### config.mk
export PLATFORM = sky130hd
export DESIGN_NAME = wwd_window_watchdog
export DESIGN_NICKNAME = d
export VERILOG_FILES = /design/src/rtl/wwd_pkg.sv /design/src/rtl/wwd_prescaler.sv /design/src/rtl/wwd_counter.sv /design/src/rtl/wwd_regs.sv /design/src/rtl/wwd_window_watchdog.sv
export SDC_FILE = /design/constraint.sdc
export NUM_CORES = 1
export LEC_CHECK = 0
export BUFFER_PORTS_ARGS = -buffer_cell sky130_fd_sc_hd__buf_2
export CAP_MARGIN = 15
export CORE_MARGIN = 2
export CORE_UTILIZATION = 45
export DETAILED_ROUTE_END_ITERATION = 10
export HOLD_SLACK_MARGIN = 0.06
export PLACE_DENSITY = 0.72
export SYNTH_ARGS = -nofsm -noshare
export SYNTH_HDL_FRONTEND = slang
export SYNTH_SLANG_ARGS = --single-unit
### constraint.sdc
create_clock -name clk -period 4.8 [get_ports clk]
set_input_delay 0 -clock clk [delete_from_list [all_inputs] [get_ports clk]]
set_output_delay 0 -clock clk [all_outputs]
set_load 0.03 [all_outputs]
### src/rtl/wwd_pkg.sv
// Shared register addresses and fixed field positions of the windowed watchdog.
// Assumes the counter is at most 9 bits wide so the fixed fields do not overlap.
package wwd_pkg;
    localparam logic [1:0] ADDR_CTRL = 2'd0;
    localparam logic [1:0] ADDR_CFG  = 2'd1;
    localparam logic [1:0] ADDR_STAT = 2'd2;
    localparam int         EWE_BIT   = 9;
    localparam int         TB_LSB    = 11;
    localparam int         FLAG_BIT  = 0;
endpackage

### src/rtl/wwd_prescaler.sv
// Free-running prescaler: emits a one-cycle tick every 2^(BASE_LOG2+tb) cycles.
// Assumes tb may change at any time; the period of the next tick follows it.
module wwd_prescaler #(
    parameter int BASE_LOG2 = 12,
    parameter int TB_W      = 3
) (
    input  logic            clk,
    input  logic            rst_n,
    input  logic [TB_W-1:0] tb,
    output logic            tick
);
    localparam int PW = BASE_LOG2 + (1 << TB_W) - 1;

    logic [PW-1:0] pcnt;
    logic [PW-1:0] mask;

    // Select the low bits that must all be one for a tick.
    always_comb begin
        mask = {PW{1'b1}} >> (~tb);
        tick = &(pcnt | ~mask);
    end

    // Advance the free-running count.
    always_ff @(posedge clk) begin
        if (!rst_n) pcnt <= '0;
        else        pcnt <= pcnt + 1'b1;
    end

    generate
        if (BASE_LOG2 >= 1) begin : g_chk
            assert_tick_single_R1: assert property (@(posedge clk) disable iff (!rst_n)
                tick |=> !tick);
        end
    endgenerate
endmodule

### src/rtl/wwd_counter.sv
// Down-counter with window check and fault detection.
// Assumes load is a control write; load wins over a tick in the same cycle.
module wwd_counter #(
    parameter int CNT_W = 7
) (
    input  logic             clk,
    input  logic             rst_n,
    input  logic             tick,
    input  logic             load,
    input  logic [CNT_W-1:0] load_val,
    input  logic             active,
    input  logic [CNT_W-1:0] window,
    output logic [CNT_W-1:0] cnt,
    output logic             rst_req,
    output logic             hit_mid
);
    localparam logic [CNT_W-1:0] MID    = {1'b1, {(CNT_W-1){1'b0}}};
    localparam logic [CNT_W-1:0] MID_P1 = MID + 1'b1;

    logic early_load;
    logic take_load;
    logic step;

    // Classify this cycle's write and tick.
    always_comb begin
        early_load = load & active & (cnt > window);
        take_load  = load & ~early_load;
        step       = tick & ~load;
        hit_mid    = step & (cnt == MID_P1);
    end

    // Hold, load or decrement the counter.
    always_ff @(posedge clk) begin
        if (!rst_n)         cnt <= '1;
        else if (take_load) cnt <= load_val;
        else if (step)      cnt <= cnt - 1'b1;
    end

    // Register a one-cycle fault pulse.
    always_ff @(posedge clk) begin
        if (!rst_n) rst_req <= 1'b0;
        else        rst_req <= early_load | (active & step & (cnt == MID));
    end

    assert_step_R1: assert property (@(posedge clk) disable iff (!rst_n)
        (tick && !load) |=> (cnt == $past(cnt) - 1'b1));
    assert_early_hold_R5: assert property (@(posedge clk) disable iff (!rst_n)
        (load && active && cnt > window) |=> (rst_req && cnt == $past(cnt)));
    assert_idle_quiet_R3: assert property (@(posedge clk) disable iff (!rst_n)
        (!load && !tick) |=> !rst_req);
endmodule

### src/rtl/wwd_regs.sv
// Register file: sticky arm and enable bits, window, timebase, warning flag, read mux.
// Assumes a single-cycle write strobe and a combinational read.
module wwd_regs
    import wwd_pkg::*;
#(
    parameter int CNT_W = 7,
    parameter int TB_W  = 3
) (
    input  logic             clk,
    input  logic             rst_n,
    input  logic             bus_wr,
    input  logic [1:0]       bus_addr,
    input  logic [31:0]      bus_wdata,
    input  logic [CNT_W-1:0] cnt,
    input  logic             hit_mid,
    output logic             active,
    output logic             ewe,
    output logic [CNT_W-1:0] window,
    output logic [TB_W-1:0]  tb,
    output logic             flag,
    output logic             ctrl_load,
    output logic [31:0]      bus_rdata
);
    logic cfg_wr;
    logic stat_wr;

    // Decode the write target.
    always_comb begin
        ctrl_load = bus_wr & (bus_addr == ADDR_CTRL);
        cfg_wr    = bus_wr & (bus_addr == ADDR_CFG);
        stat_wr   = bus_wr & (bus_addr == ADDR_STAT);
    end

    // Arm bit: set by write, cleared only by reset.
    always_ff @(posedge clk) begin
        if (!rst_n)                         active <= 1'b0;
        else if (ctrl_load && bus_wdata[CNT_W]) active <= 1'b1;
    end

    // Configuration fields; the enable bit only sets.
    always_ff @(posedge clk) begin
        if (!rst_n) begin
            window <= '1;
            tb     <= '0;
            ewe    <= 1'b0;
        end else if (cfg_wr) begin
            window <= bus_wdata[CNT_W-1:0];
            tb     <= bus_wdata[TB_LSB +: TB_W];
            ewe    <= ewe | bus_wdata[EWE_BIT];
        end
    end

    // Sticky warning flag: set wins over a write-0 clear.
    always_ff @(posedge clk) begin
        if (!rst_n)                                flag <= 1'b0;
        else if (hit_mid && ewe)                   flag <= 1'b1;
        else if (stat_wr && !bus_wdata[FLAG_BIT])  flag <= 1'b0;
    end

    // Combinational read mux with zeroed unused bits.
    always_comb begin
        bus_rdata = '0;
        case (bus_addr)
            ADDR_CTRL: begin
                bus_rdata[CNT_W-1:0] = cnt;
                bus_rdata[CNT_W]     = active;
            end
            ADDR_CFG: begin
                bus_rdata[CNT_W-1:0]        = window;
                bus_rdata[EWE_BIT]          = ewe;
                bus_rdata[TB_LSB +: TB_W]   = tb;
            end
            ADDR_STAT: bus_rdata[FLAG_BIT] = flag;
            default:   bus_rdata = '0;
        endcase
    end

    assert_arm_sticky_R4: assert property (@(posedge clk) disable iff (!rst_n)
        active |=> active);
    assert_enable_sticky_R6: assert property (@(posedge clk) disable iff (!rst_n)
        ewe |=> ewe);
    assert_flag_cause_R6: assert property (@(posedge clk) disable iff (!rst_n)
        (!flag && !(hit_mid && ewe)) |=> !flag);
    assert_flag_keep_R7: assert property (@(posedge clk) disable iff (!rst_n)
        (flag && !stat_wr) |=> flag);
endmodule

### src/rtl/wwd_window_watchdog.sv
// Windowed watchdog top: prescaler, counter and registers wired together.
// Assumes rst_req is consumed by an external reset controller.
module wwd_window_watchdog #(
    parameter int BASE_LOG2 = 12,
    parameter int CNT_W     = 7,
    parameter int TB_W      = 3
) (
    input  logic        clk,
    input  logic        rst_n,
    input  logic        bus_wr,
    input  logic [1:0]  bus_addr,
    input  logic [31:0] bus_wdata,
    output logic [31:0] bus_rdata,
    output logic        rst_req,
    output logic        irq_early
);
    logic             tick;
    logic             hit_mid;
    logic             active;
    logic             ewe;
    logic             flag;
    logic             ctrl_load;
    logic [CNT_W-1:0] cnt;
    logic [CNT_W-1:0] window;
    logic [TB_W-1:0]  tb;

    wwd_prescaler #(.BASE_LOG2(BASE_LOG2), .TB_W(TB_W)) u_presc (
        .clk(clk), .rst_n(rst_n), .tb(tb), .tick(tick)
    );

    wwd_counter #(.CNT_W(CNT_W)) u_cnt (
        .clk(clk), .rst_n(rst_n), .tick(tick), .load(ctrl_load),
        .load_val(bus_wdata[CNT_W-1:0]), .active(active), .window(window),
        .cnt(cnt), .rst_req(rst_req), .hit_mid(hit_mid)
    );

    wwd_regs #(.CNT_W(CNT_W), .TB_W(TB_W)) u_regs (
        .clk(clk), .rst_n(rst_n), .bus_wr(bus_wr), .bus_addr(bus_addr),
        .bus_wdata(bus_wdata), .cnt(cnt), .hit_mid(hit_mid), .active(active),
        .ewe(ewe), .window(window), .tb(tb), .flag(flag),
        .ctrl_load(ctrl_load), .bus_rdata(bus_rdata)
    );

    // The interrupt is the sticky flag itself.
    always_comb irq_early = flag;

    assert_req_needs_arm_R3: assert property (@(posedge clk) disable iff (!rst_n)
        rst_req |-> active);
endmodule

# --- Word level (Yosys, flattened, before mapping) ---
# Index checks and enable logic that the tools add are counted.
totals:
  regBits: 40
  inputBits: 37
  output_inout_bits: 34
  word_cells: 50
classes:
  add_sub_neg: 2
  magnitude_cmp: 1
  n_eq_ne: 4
  shift: 1
  muxes: 9
  n_bitwise: 17
  n_reduce_logical: 8
ops:
  columns: ["op", "n"]
  rows:
  - ["$add 19x1->19 const B", 1]
  - ["$not 19->19", 1]
  - ["$or 19x19->19", 1]
  - ["$reduce_and 19->1", 1]
  - ["$shr 19x3->19 const A", 1]
  - ["$eq 7x7->1 const B", 2]
  - ["$mux 7", 2]
  - ["$pmux 6 s2", 1]
  - ["$and 1x1->1", 10]
  - ["$gt 7x7->1", 1]
  - ["$sub 7x1->7 const B", 1]
  - ["$mux 1", 4]
  - ["$reduce_bool 2->1", 2]
  - ["$logic_and 1x1->1", 3]
  - ["$mux 3", 1]
  - ["$not 3->3", 1]
  - ["$pmux 1 s3", 1]
  - ["$eq 2x1->1 const B", 1]
  - ["$eq 2x2->1 const B", 1]
  - ["$logic_not 2->1", 1]
  - ["$not 1->1", 2]
  - ["$or 1x1->1", 2]
  - ["$logic_not 1->1", 1]

# --- Depth between registers and ports, before layout ---
# Gate-level depths: netlist of the first run.
logic_depth:
  depth_word: 9
  depth_mapped: 8
  ltp_nobuf: 8

# --- Modules after synthesis ---
# A second synthesis of the first run with hierarchy kept.
unflattened:
  cells_unflattened: 291
  hier_area_um2: 2547.4
by_module_without_submodules:
  columns: ["module", "instances", "cells_each", "area_per_inst_um2", "seq_area_each_um2"]
  rows:
  - ["wwd_prescaler", 1, 101, 945.9, 380.4]
  - ["wwd_regs", 1, 103, 899.6, 260.2]
  - ["wwd_counter", 1, 87, 701.9, 160.2]

# --- Least setup slack after synthesis of the first run ---
# Ideal clock, no wire load.
synth_path:
  path_type: "register to register"
  from: "register u_regs.active"
  to: "register u_cnt.cnt[4]"
  setup_time_ps: 136
  arrival_time_ps: 1952
  t_required_ps: 4664
  slack_ps: 2712
  stages_incl_launch_ff: 6
  n_path_buf: 0
  synth_period_minus_slack_ps: 2088
  cell_sequence: "dfxtp_1 -> nor3b_1 -> o211a_1 -> o22ai_1 -> a221oi_1 -> o31ai_1"
synth_between:
  elab_chain_cells: 5
  elab_cells_between_ends: 6
  classes_between: "1 x mux; 4 x bitwise; 1 x reduce/logical"
synth_lines:
  columns: ["item", "line", "text"]
  rows:
  - ["start, declared", "wwd_regs.sv:16", "output logic active,"]
  - ["start signal, assigned", "wwd_regs.sv:36", "if (!rst_n) active <= 1'b0;"]
  - ["start signal, assigned", "wwd_regs.sv:37", "else if (ctrl_load && bus_wdata[CNT_W]) active <= 1'b1;"]
  - ["$and 1x1->1 * (2 in series)", "wwd_counter.sv:26", "early_load = load & active & (cnt > window);"]
  - ["$not 1->1 *", "wwd_counter.sv:27", "take_load = load & ~early_load;"]
  - ["$and 1x1->1 *", "wwd_counter.sv:27", null]
  - ["$mux 7 or $reduce_bool 2->1 (tied branches)", null, null]
  - ["end signal, assigned", "wwd_counter.sv:35", "else if (take_load) cnt <= load_val;"]
  - ["end signal, assigned", "wwd_counter.sv:36", "else if (step) cnt <= cnt - 1'b1;"]
  - ["end, declared", "wwd_counter.sv:13", "output logic [CNT_W-1:0] cnt,"]
# Mark *: on every way between the ends. The rest lies on a longest branch, timed or not.
# A chain may end at the register's enable or synchronous reset.

# --- Worst setup path after layout of the first run ---
layout_path:
  from: "register u_cnt.cnt[0]"
  to: "register u_cnt.cnt[5]"
layout_between:
  elab_chain_cells: 5
  elab_cells_between_ends: 8
  classes_between: "1 x add/sub; 1 x order compare; 2 x mux; 3 x bitwise; 1 x reduce/logical"
layout_lines:
  columns: ["item", "line"]
  rows:
  - ["$gt 7x7->1", "wwd_counter.sv:26"]
  - ["$and 1x1->1", "wwd_counter.sv:26"]
  - ["$not 1->1", "wwd_counter.sv:27"]
  - ["$and 1x1->1", "wwd_counter.sv:27"]
  - ["$mux 7 or $reduce_bool 2->1 (tied branches)", null]
# Several ways; a longest one is shown, not always the timed one. The select of a mux whose other input is x is not followed.

==> results.toml, run 1 <==
[route]
ant_nets = 0
via_per_inst = 5.19
dr.pass1.iters = 6
postRouteWirelength_um = 4900
via_count = 1986
drc = 0
first_iter_violations = 154
wl_per_cell_um = 12.8

[power]
swShare = 0.278
internal-power_mw = 0.535
vdd_ir_drop_max_mv = 0.107
power_frac_comb = 0.156
total_power_mw = 0.742
p_seq_frac = 0.475
power_density_nw_per_um2 = 288
leakagePower_nw = 1.11
power_frac_clock = 0.369
power_switching_mw = 0.206

[yosys]
seq_area_frac_synth = 0.360
yosys_warnings = 0
yosys.area_share.simple = 0.238
synth_fa_ha_area_frac = 0.0562
synth_top_family_by_area = "simple AND/OR/NAND/NOR gates"
syn_area_per_cell_um2 = 8.12
synth_compound_area_frac = 0.149
synth_ff_type = "dfxtp_1"
muxShareOfSynthArea = 0.0315
yosys.cell_types.count = 45
synth-edff-count = 0
synth-async-reset-ratio = 0
netlist_instances = 274
ys_ff_latch = 40
synthXorXnorAreaFrac = 0.0551
syn_area_um2 = 2230

[job]
maxCapViolCount = 0

[clock_tree]
clock_latency_ps = 290
h-tree-depth = 2
cts.sinks = 40
cts_buffers = 5
clock_path_buffers = 2
cts-root-buf = "clkbuf_8"
post_cts_buffers = 0
cts_resized = 0
cts_tree = "yes"
clkSlewWorstSetupHoldPaths_ps = 80

[critical_path]
worst_r2r_endpoint = "u_cnt.cnt[5]"
reg2regPathDepth = 8
r2r-start = "u_cnt.cnt[0]"
path_class = "register to register"
start_kind = "register"
r2r_slack_ps = 2570
cp_max_fo = 8
cp.required_ps = 5040
end_kind = "register"
crit_arrival_ps = 2470

[sta]
rsz0062_at_grt = "no"
relSlewSlack = 0.453
setup_viol = 0
final_hold_viol_count = 0
period_share = 0.464
fmax_mhz = 449
min_period_ps = 2230
fin_ws_ps = 2570
tightestPinTransition_ps = 820
tns_ps = 0
slew_viol_final = 0
finClkSkew_ps = 5.17

[worst_hold_path]
hp-class = "primary input to register"
holdPathStages = 4
worstHoldStart = "bus_wr"
min_to = "u_regs.window[0]"

[finish]
drive_above_1_share = 0.133
nFillCells = 490
seqCellArea_um2 = 801
multiInputGateArea_um2 = 1250
diodes = 0
syn_to_final_growth_pct = 15.9
finalNetCount = 362

[grt]
grt_pass1_vias = 1765
grt_start_max_net_pins = 26
antenna_found_initial = 0
grt_pass1_wl_um = 8170
grt_usage = 0.192
grt_overflow_total = 0

[run_status]
status = "finished, final reports clean"

[die]
core_region_area_um2 = 4750
die_area_um2 = 5520
die_h_um = 74.3
die_w_um = 74.3
rows = 25
pin_count = 71
start_util = 0.468

[place]
gp_congestion = 0.885
post-dp-hpwl_um = 3420
numPortBuffers = 30
pre_cts_ws_ps = 2590
[worst max-delay path, cell delays in order, from the launching register on]
cell and delay [ps]:
dfxtp_1 450, inv_1 110, ha_1 290, nand3_1 90, o211a_1 230, o22ai_1 630
nand2_1 130, o211ai_1 120, a31o_1 110
[placed cells by master, fill, tap and decap left out, types with 10 or more instances in the layout]
| cell | count |
|---|---|
| inv_1 | 14 |
| ha_1 | 10 |
| dlygate4sd3_1 | 13 |
| dfxtp_1 | 40 |
| nor2_1 | 31 |
| buf_2 | 30 |
| a21oi_1 | 15 |
| conb_1 | 20 |
| nand2_1 | 35 |
| o211ai_1 | 10 |
| xor2_1 | 10 |
[cell usage after synthesis (all sizes together), types with 2 or more instances]
| master | number | area [um^2] |
|---|---|---|
| o311a | 2 | 20.0 |
| nand3 | 10 | 60.1 |
| and4 | 2 | 17.5 |
| ha | 10 | 125 |
| o21ai | 9 | 45.0 |
| clkbuf | 5 | 18.8 |
| a21oi | 15 | 75.1 |
| dfxtp | 40 | 801 |
| inv | 14 | 52.6 |
| and2 | 7 | 43.8 |
| nand4 | 8 | 50.1 |
| nor3b | 2 | 15.0 |
| buf | 23 | 171 |
| o211ai | 10 | 75.1 |
| nand2 | 35 | 131 |
| xnor2 | 4 | 35.0 |
| or3 | 7 | 45.1 |
| mux2i | 7 | 70.1 |
| nor2 | 32 | 123 |
| xor2 | 10 | 87.6 |
| o31ai | 2 | 15.0 |
| a211o | 3 | 26.3 |
[metrics by stage]
| step | area (um^2) | utilization | hold slack [ps] | instances |
|---|---|---|---|---|
| 6_report | 2580 | 0.542 | 168 | 383 |
| 5_1_grt | 2580 | 0.542 | 188 | 383 |
| 4_1_cts | 2580 | 0.542 | 162 | 383 |
| 3_5_place_dp | 2340 | 0.492 | 232 | 362 |
| 3_3_place_gp | 2340 | 0.492 | 228 | 362 |
| 2_1_floorplan | 2300 | - | 118 | 293 |
[power groups by stage]
stage	Clock (mW)	Sequential [mW]	Combinational, mW
after floorplan	0	0.357	0.0934
after global placement	0	0.360	0.104
after detailed placement	0	0.360	0.106
after CTS	0.276	0.352	0.115
after global routing	0.293	0.354	0.127
final	0.273	0.352	0.116
[worst max path at each step]
stage / from / slack, ps / endpoint
global placement: u_presc.pcnt[0] / 2610 / u_cnt.cnt[5]
global route: u_presc.pcnt[0] / 2420 / u_cnt.cnt[6]
floorplan: u_regs.active / 2710 / u_cnt.cnt[4]
detailed placement: u_presc.pcnt[0] / 2590 / u_cnt.cnt[5]
CTS: u_presc.pcnt[0] / 2580 / u_cnt.cnt[5]
finish: u_cnt.cnt[0] / 2570 / u_cnt.cnt[5]
[layer usage]
layer | share of wire | vias to the layer above | track usage | routed length [um]
met4 | 0.016 | 0 | 0.0675 | 78
met3 | 0.050 | 7 | 0.0393 | 246
met1 | 0.48 | 923 | 0.272 | 2370
li1 | - | 987 | - | -
met2 | 0.45 | 69 | 0.290 | 2210
met5 | 0 | - | 0 | 0
[cells by family after synthesis]
logic type | after synthesis
AO/OA/AOI/OAI | 50
buffers and inverters | 42
AND/OR/NAND/NOR | 110
other | 1
flip-flops | 40
adder cells (fa/ha/maj) | 10
XOR/XNOR | 14
multiplexers | 7
[flip-flops by register name (all words and copies together) (netlist names)]
register       flops
u_presc.pcnt      19
u_cnt.cnt          7
u_regs.window      7
u_regs.tb          3
u_cnt.rst_req      1
u_regs.active      1
u_regs.ewe         1
u_regs.flag        1
[layout make-up]
type,instances,area share
repair buffers,43,0.109
clock inverters,2,0.0136
multi-input cells,211,0.486
clock buffers,6,0.0281
inverters,14,0.0204
well taps,67,0.0325
flip-flops and latches,40,0.311
[what timing repair did]
| item | 4_1_cts | 5_1_grt |
|---|---|---|
| endpoints found under the setup margin | 0 | 0 |
| hold endpoints to repair | 19 | 0 |
| hold buffers | 13 | 0 |
(Power assumes the default switching activity.)
==> inputs of run 2 (changes only) <==
clock period = 2.25 ns   (was 4.8 ns; I/O delays follow)
==> results.toml, run 2 (synthesized netlist as in run 1, its figures left out) <==
[critical_path]
path_delay_family = "simple AND/OR/NAND/NOR gates"
cp_max_fo = 5
cp.required_ps = 2450
cp-startpoint = "u_presc.pcnt[0]"
r2r-start = "u_presc.pcnt[0]"
worst_r2r_endpoint = "u_cnt.cnt[5]"
start_kind = "register"
crit_cells = 7
crit_arrival_ps = 2300
cp_slowest_cell = "or3_1"
crit_path_end = "u_cnt.cnt[5]"
critical_path_buf_inv_count = 0
critical-path-max-stage-delay_ps = 380
r2r_slack_ps = 160
reg2regPathDepth = 7
path_class = "register to register"
path_cells = "ha_1 > nand3_2 > nor2_2 > nand3_2 > or3_1 > or3_1 > a31o_1"
end_kind = "register"

[clock_tree]
post_cts_buffers = 0
cts.sinks = 40
cts_buffers = 5
clkSlewWorstSetupHoldPaths_ps = 80
cts-root-buf = "clkbuf_8"
clock_latency_ps = 300
h-tree-depth = 2
cts_tree = "yes"
clock_path_buffers = 2

[route]
via_per_inst = 5.12
wl_per_cell_um = 12.5
first_iter_violations = 128
dr.pass1.iters = 4
postRouteWirelength_um = 4940
ant_nets = 0
via_count = 2022
drc = 0

[die]
core_region_area_um2 = 4750
start_util = 0.468
die_w_um = 74.3
die_h_um = 74.3
rows = 25
die_area_um2 = 5520
pin_count = 71

[finish]
reg_top3 = "u_presc.pcnt x19, u_cnt.cnt x7, u_regs.window x7"
layout_commonest_cell = "dfxtp_1"
nFillCells = 467
diodes = 0
largest_register_ffs = 19
layoutNonFillerInstCount = 395
final_cell_area_um2 = 2670
final_cell_mix = "dfxtp_1, nand2_1, nor2_1"
top_register = "u_presc.pcnt"
drive_above_1_share = 0.168
fin_util = 0.561
finalNetCount = 374
syn_to_final_growth_pct = 19.8

[grt]
grt_start_max_net_pins = 18
grt_pass1_vias = 1843
antenna_found_initial = 0
grt_overflow_total = 0
grt_usage = 0.192
grt_pass1_wl_um = 8120

[worst_hold_path]
worstHoldStart = "bus_wr"
holdPathStages = 5
hp-class = "primary input to register"

[sta]
relSlewSlack = 0.577
tightestPinTransition_ps = 634
fin_hold_ws_ps = 166
fin_ws_ps = 156
finClkSkew_ps = 4.15
final_hold_viol_count = 0
fmax_mhz = 478
period_share = 0.931
slew_viol_final = 0
setup_viol = 0
tns_ps = 0
min_period_ps = 2090

[job]
maxCapViolCount = 0

[place]
place_area_um2 = 2420
placed_cells = 373
post-dp-hpwl_um = 3550
gp_congestion = 0.865
numPortBuffers = 30
pre_cts_ws_ps = 167

[power]
power_density_nw_per_um2 = 572
power_switching_mw = 0.454
swShare = 0.298
internal-power_mw = 1.07
power_frac_comb = 0.173
leakagePower_nw = 1.16
vdd_ir_drop_max_mv = 0.239
total_power_mw = 1.52
power_frac_clock = 0.338
p_seq_frac = 0.489

[run_status]
status = "finished, final reports clean"
run 2: what timing repair did:
action,in CTS,in global routing
setup endpoints to repair,0,1
hold endpoints to repair,19,0
gates resized for setup,0,1
hold buffers,14,0
run 2: power by group through the flow:
stage	registers, mW	clock network, mW	logic, mW
5_1_grt	0.750	0.546	0.290
3_3_place_gp	0.762	0	0.238
6_report	0.746	0.515	0.264
3_5_place_dp	0.763	0	0.242
2_1_floorplan	0.761	0	0.199
4_1_cts	0.746	0.530	0.261
run 2: layout make-up:
| class | count | area (um^2) | area share |
|---|---|---|---|
| Multi-Input combinational cell | 211 | 1260 | 0.472 |
| Sequential cell | 40 | 801 | 0.300 |
| Inverter | 14 | 52.6 | 0.0197 |
| Clock buffer | 6 | 82.6 | 0.0310 |
| Clock inverter | 2 | 15.0 | 0.00563 |
| Timing Repair Buffer | 55 | 373 | 0.140 |
| Tap cell | 67 | 83.8 | 0.0314 |
run 2: layer usage:
layer / vias up / wire length [um] / track usage
met1: 946 / 2370 / 0.256
met2: 56 / 2250 / 0.304
met5: - / 0 / 0
met4: 0 / 68 / 0.0794
li1: 1014 / - / -
met3: 6 / 253 / 0.0393
run 2: how the worst min path moves through the flow:
| stage | to | slack, ps |
|---|---|---|
| final | u_regs.flag | 170 |
| after global routing | u_regs.flag | 190 |
| after CTS | u_regs.window[0] | 150 |
| after detailed placement | u_cnt.cnt[3] | 230 |
| after global placement | u_cnt.cnt[3] | 230 |
| after floorplan | u_cnt.cnt[6] | 120 |
run 2: tightest hold or removal path: cells and delay by family:
kind | cells | cell delay (ps)
buffers and inverters | 1 | 140
AND/OR/NAND/NOR | 2 | 180
AO/OA/AOI/OAI | 2 | 110
==> inputs of run 3 (changes only) <==
PLACE_DENSITY = 0.75   (was 0.72)
clock period = 1.9 ns   (was 2.25 ns; I/O delays follow)
==> results.toml, run 3 (synthesized netlist as in run 1, its figures left out) <==
[finish]
diodes = 0
finalNetCount = 398
top_register = "u_presc.pcnt"
multiInputGateArea_um2 = 1360
largest_register_ffs = 19
nFillCells = 418
seqCellArea_um2 = 816
reg_top3 = "u_presc.pcnt x19, u_cnt.cnt x7, u_regs.window x7"
final_cell_mix = "buf_4, nand2_1, dfxtp_1"
syn_to_final_growth_pct = 34.0
drive_above_1_share = 0.290
final_cell_area_um2 = 2980
layout_commonest_cell = "buf_4"

[sta]
slew_viol_final = 0
rsz0062_at_grt = "yes"
tightestPinTransition_ps = 682
fmax_mhz = 532
relSlewSlack = 0.545
period_share = 0.988
setup_viol = 0
min_period_ps = 1880
fin_hold_ws_ps = 103
tns_ps = 0
finClkSkew_ps = 7.27
final_hold_viol_count = 0

[route]
wl_per_cell_um = 13.3
first_iter_violations = 145
via_count = 2152
via_per_inst = 5.14
dr.pass1.iters = 4
drc = 0
postRouteWirelength_um = 5560
ant_nets = 0

[clock_tree]
clock_path_buffers = 2
cts_tree = "yes"
clkSlewWorstSetupHoldPaths_ps = 80
cts-root-buf = "clkbuf_8"
h-tree-depth = 2
clock_latency_ps = 300
cts.sinks = 40
cts_buffers = 5

[critical_path]
worst_r2r_endpoint = "u_cnt.cnt[5]"
reg2regPathDepth = 6
end_kind = "register"
cp_max_fo = 4
r2r-start = "u_presc.pcnt[18]"
start_kind = "register"
crit_arrival_ps = 2080
r2r_slack_ps = 20
cp.required_ps = 2100
path_class = "register to register"

[power]
leakagePower_nw = 1.31
vdd_ir_drop_max_mv = 0.328
power_density_nw_per_um2 = 674

[grt]
grt_usage = 0.206
grt_pass1_vias = 1972
grt_start_max_net_pins = 21
grt_overflow_total = 0
antenna_found_initial = 0
grt_pass1_wl_um = 8650

[place]
place_area_um2 = 2620
gp_congestion = 1.01
numPortBuffers = 30
post-dp-hpwl_um = 3890

[worst_hold_path]
min_to = "u_regs.window[0]"
hp-class = "primary input to register"
holdPathStages = 3
worstHoldStart = "rst_n"

[die]
core_region_area_um2 = 4750
die_h_um = 74.3
die_w_um = 74.3
pin_count = 71
start_util = 0.468
rows = 25
die_area_um2 = 5520

[run_status]
status = "finished, final reports clean"

[job]
maxCapViolCount = 0
[run 3: changes by cell type in the layout (fill, tap and decap cells not counted), moves of 4 or more]
| cell | before | now |
|---|---|---|
| ha_4 | 0 | 4 |
| a21oi_2 | 0 | 4 |
| dfxtp_2 | 0 | 6 |
| dfxtp_1 | 40 | 32 |
| a21oi_1 | 15 | 11 |
| buf_4 | 11 | 36 |
| ha_1 | 10 | 6 |
[run 3: area by class of cell]
type,instances,area share
clock inverters,2,0.0130
inverters,14,0.0176
well taps,67,0.0281
clock buffers,6,0.0277
flip-flops and latches,40,0.274
repair buffers,79,0.185
multi-input cells,211,0.455
[run 3: per-layer routing]
layer / global-route usage / up-vias / routed length (um)
li1: - / 1061 / -
met1: 0.253 / 1000 / 2350
met2: 0.346 / 78 / 2670
met3: 0.0420 / 13 / 413
met4: 0.0952 / 0 / 136
met5: 0 / - / 0
[run 3: what timing repair did]
item                                   4_1_cts  5_1_grt
endpoints found under the hold margin       19        0
setup buffers                                0        4
hold buffers                                12        0
setup endpoints to repair                    2        8
pin swaps                                    2       11
gates resized for setup                      2       20
[run 3: how the worst max path moves through the flow]
stage	start	to	slack, ps	depth (start not counted)
after floorplan	u_presc.pcnt[18]	u_cnt.cnt[5]	10	7
after global placement	u_regs.window[6]	u_cnt.cnt[1]	-20	8
after detailed placement	u_regs.window[2]	u_cnt.cnt[1]	-20	8
after CTS	u_regs.window[6]	u_cnt.cnt[1]	-3	8
after global routing	u_regs.window[6]	u_cnt.cnt[1]	-30	8
final	u_presc.pcnt[18]	u_cnt.cnt[5]	20	6
[run 3: per-stage QoR]
stage                     utilization  total power, mW  setup WS (ps)  std cells
after floorplan                     -             1.14           11.5        293
after global placement          0.552             1.21          -24.1        395
after CTS                       0.603             1.99          -3.40        415
final                           0.627             2.01           21.9        419
after detailed placement        0.552             1.22          -15.3        395
after global routing            0.627             2.09          -25.8        419
[run 3: report_power, final]
part	internal (mW)	leakage, nW	switching [mW]	total (mW)
clock	0.430	0.0614	0.320	0.750
sequential	0.863	0.326	0.0201	0.883
combinational	0.146	0.919	0.229	0.375
total	1.44	1.31	0.569	2.01
[run 3: worst max-delay path, stage by stage, from the launching register on]
cell	delay, ps
dfxtp_1	340
nand2b_1	100
a21boi_0	80
o31a_1	280
or3_4	420
or3_1	370
a31o_1	180
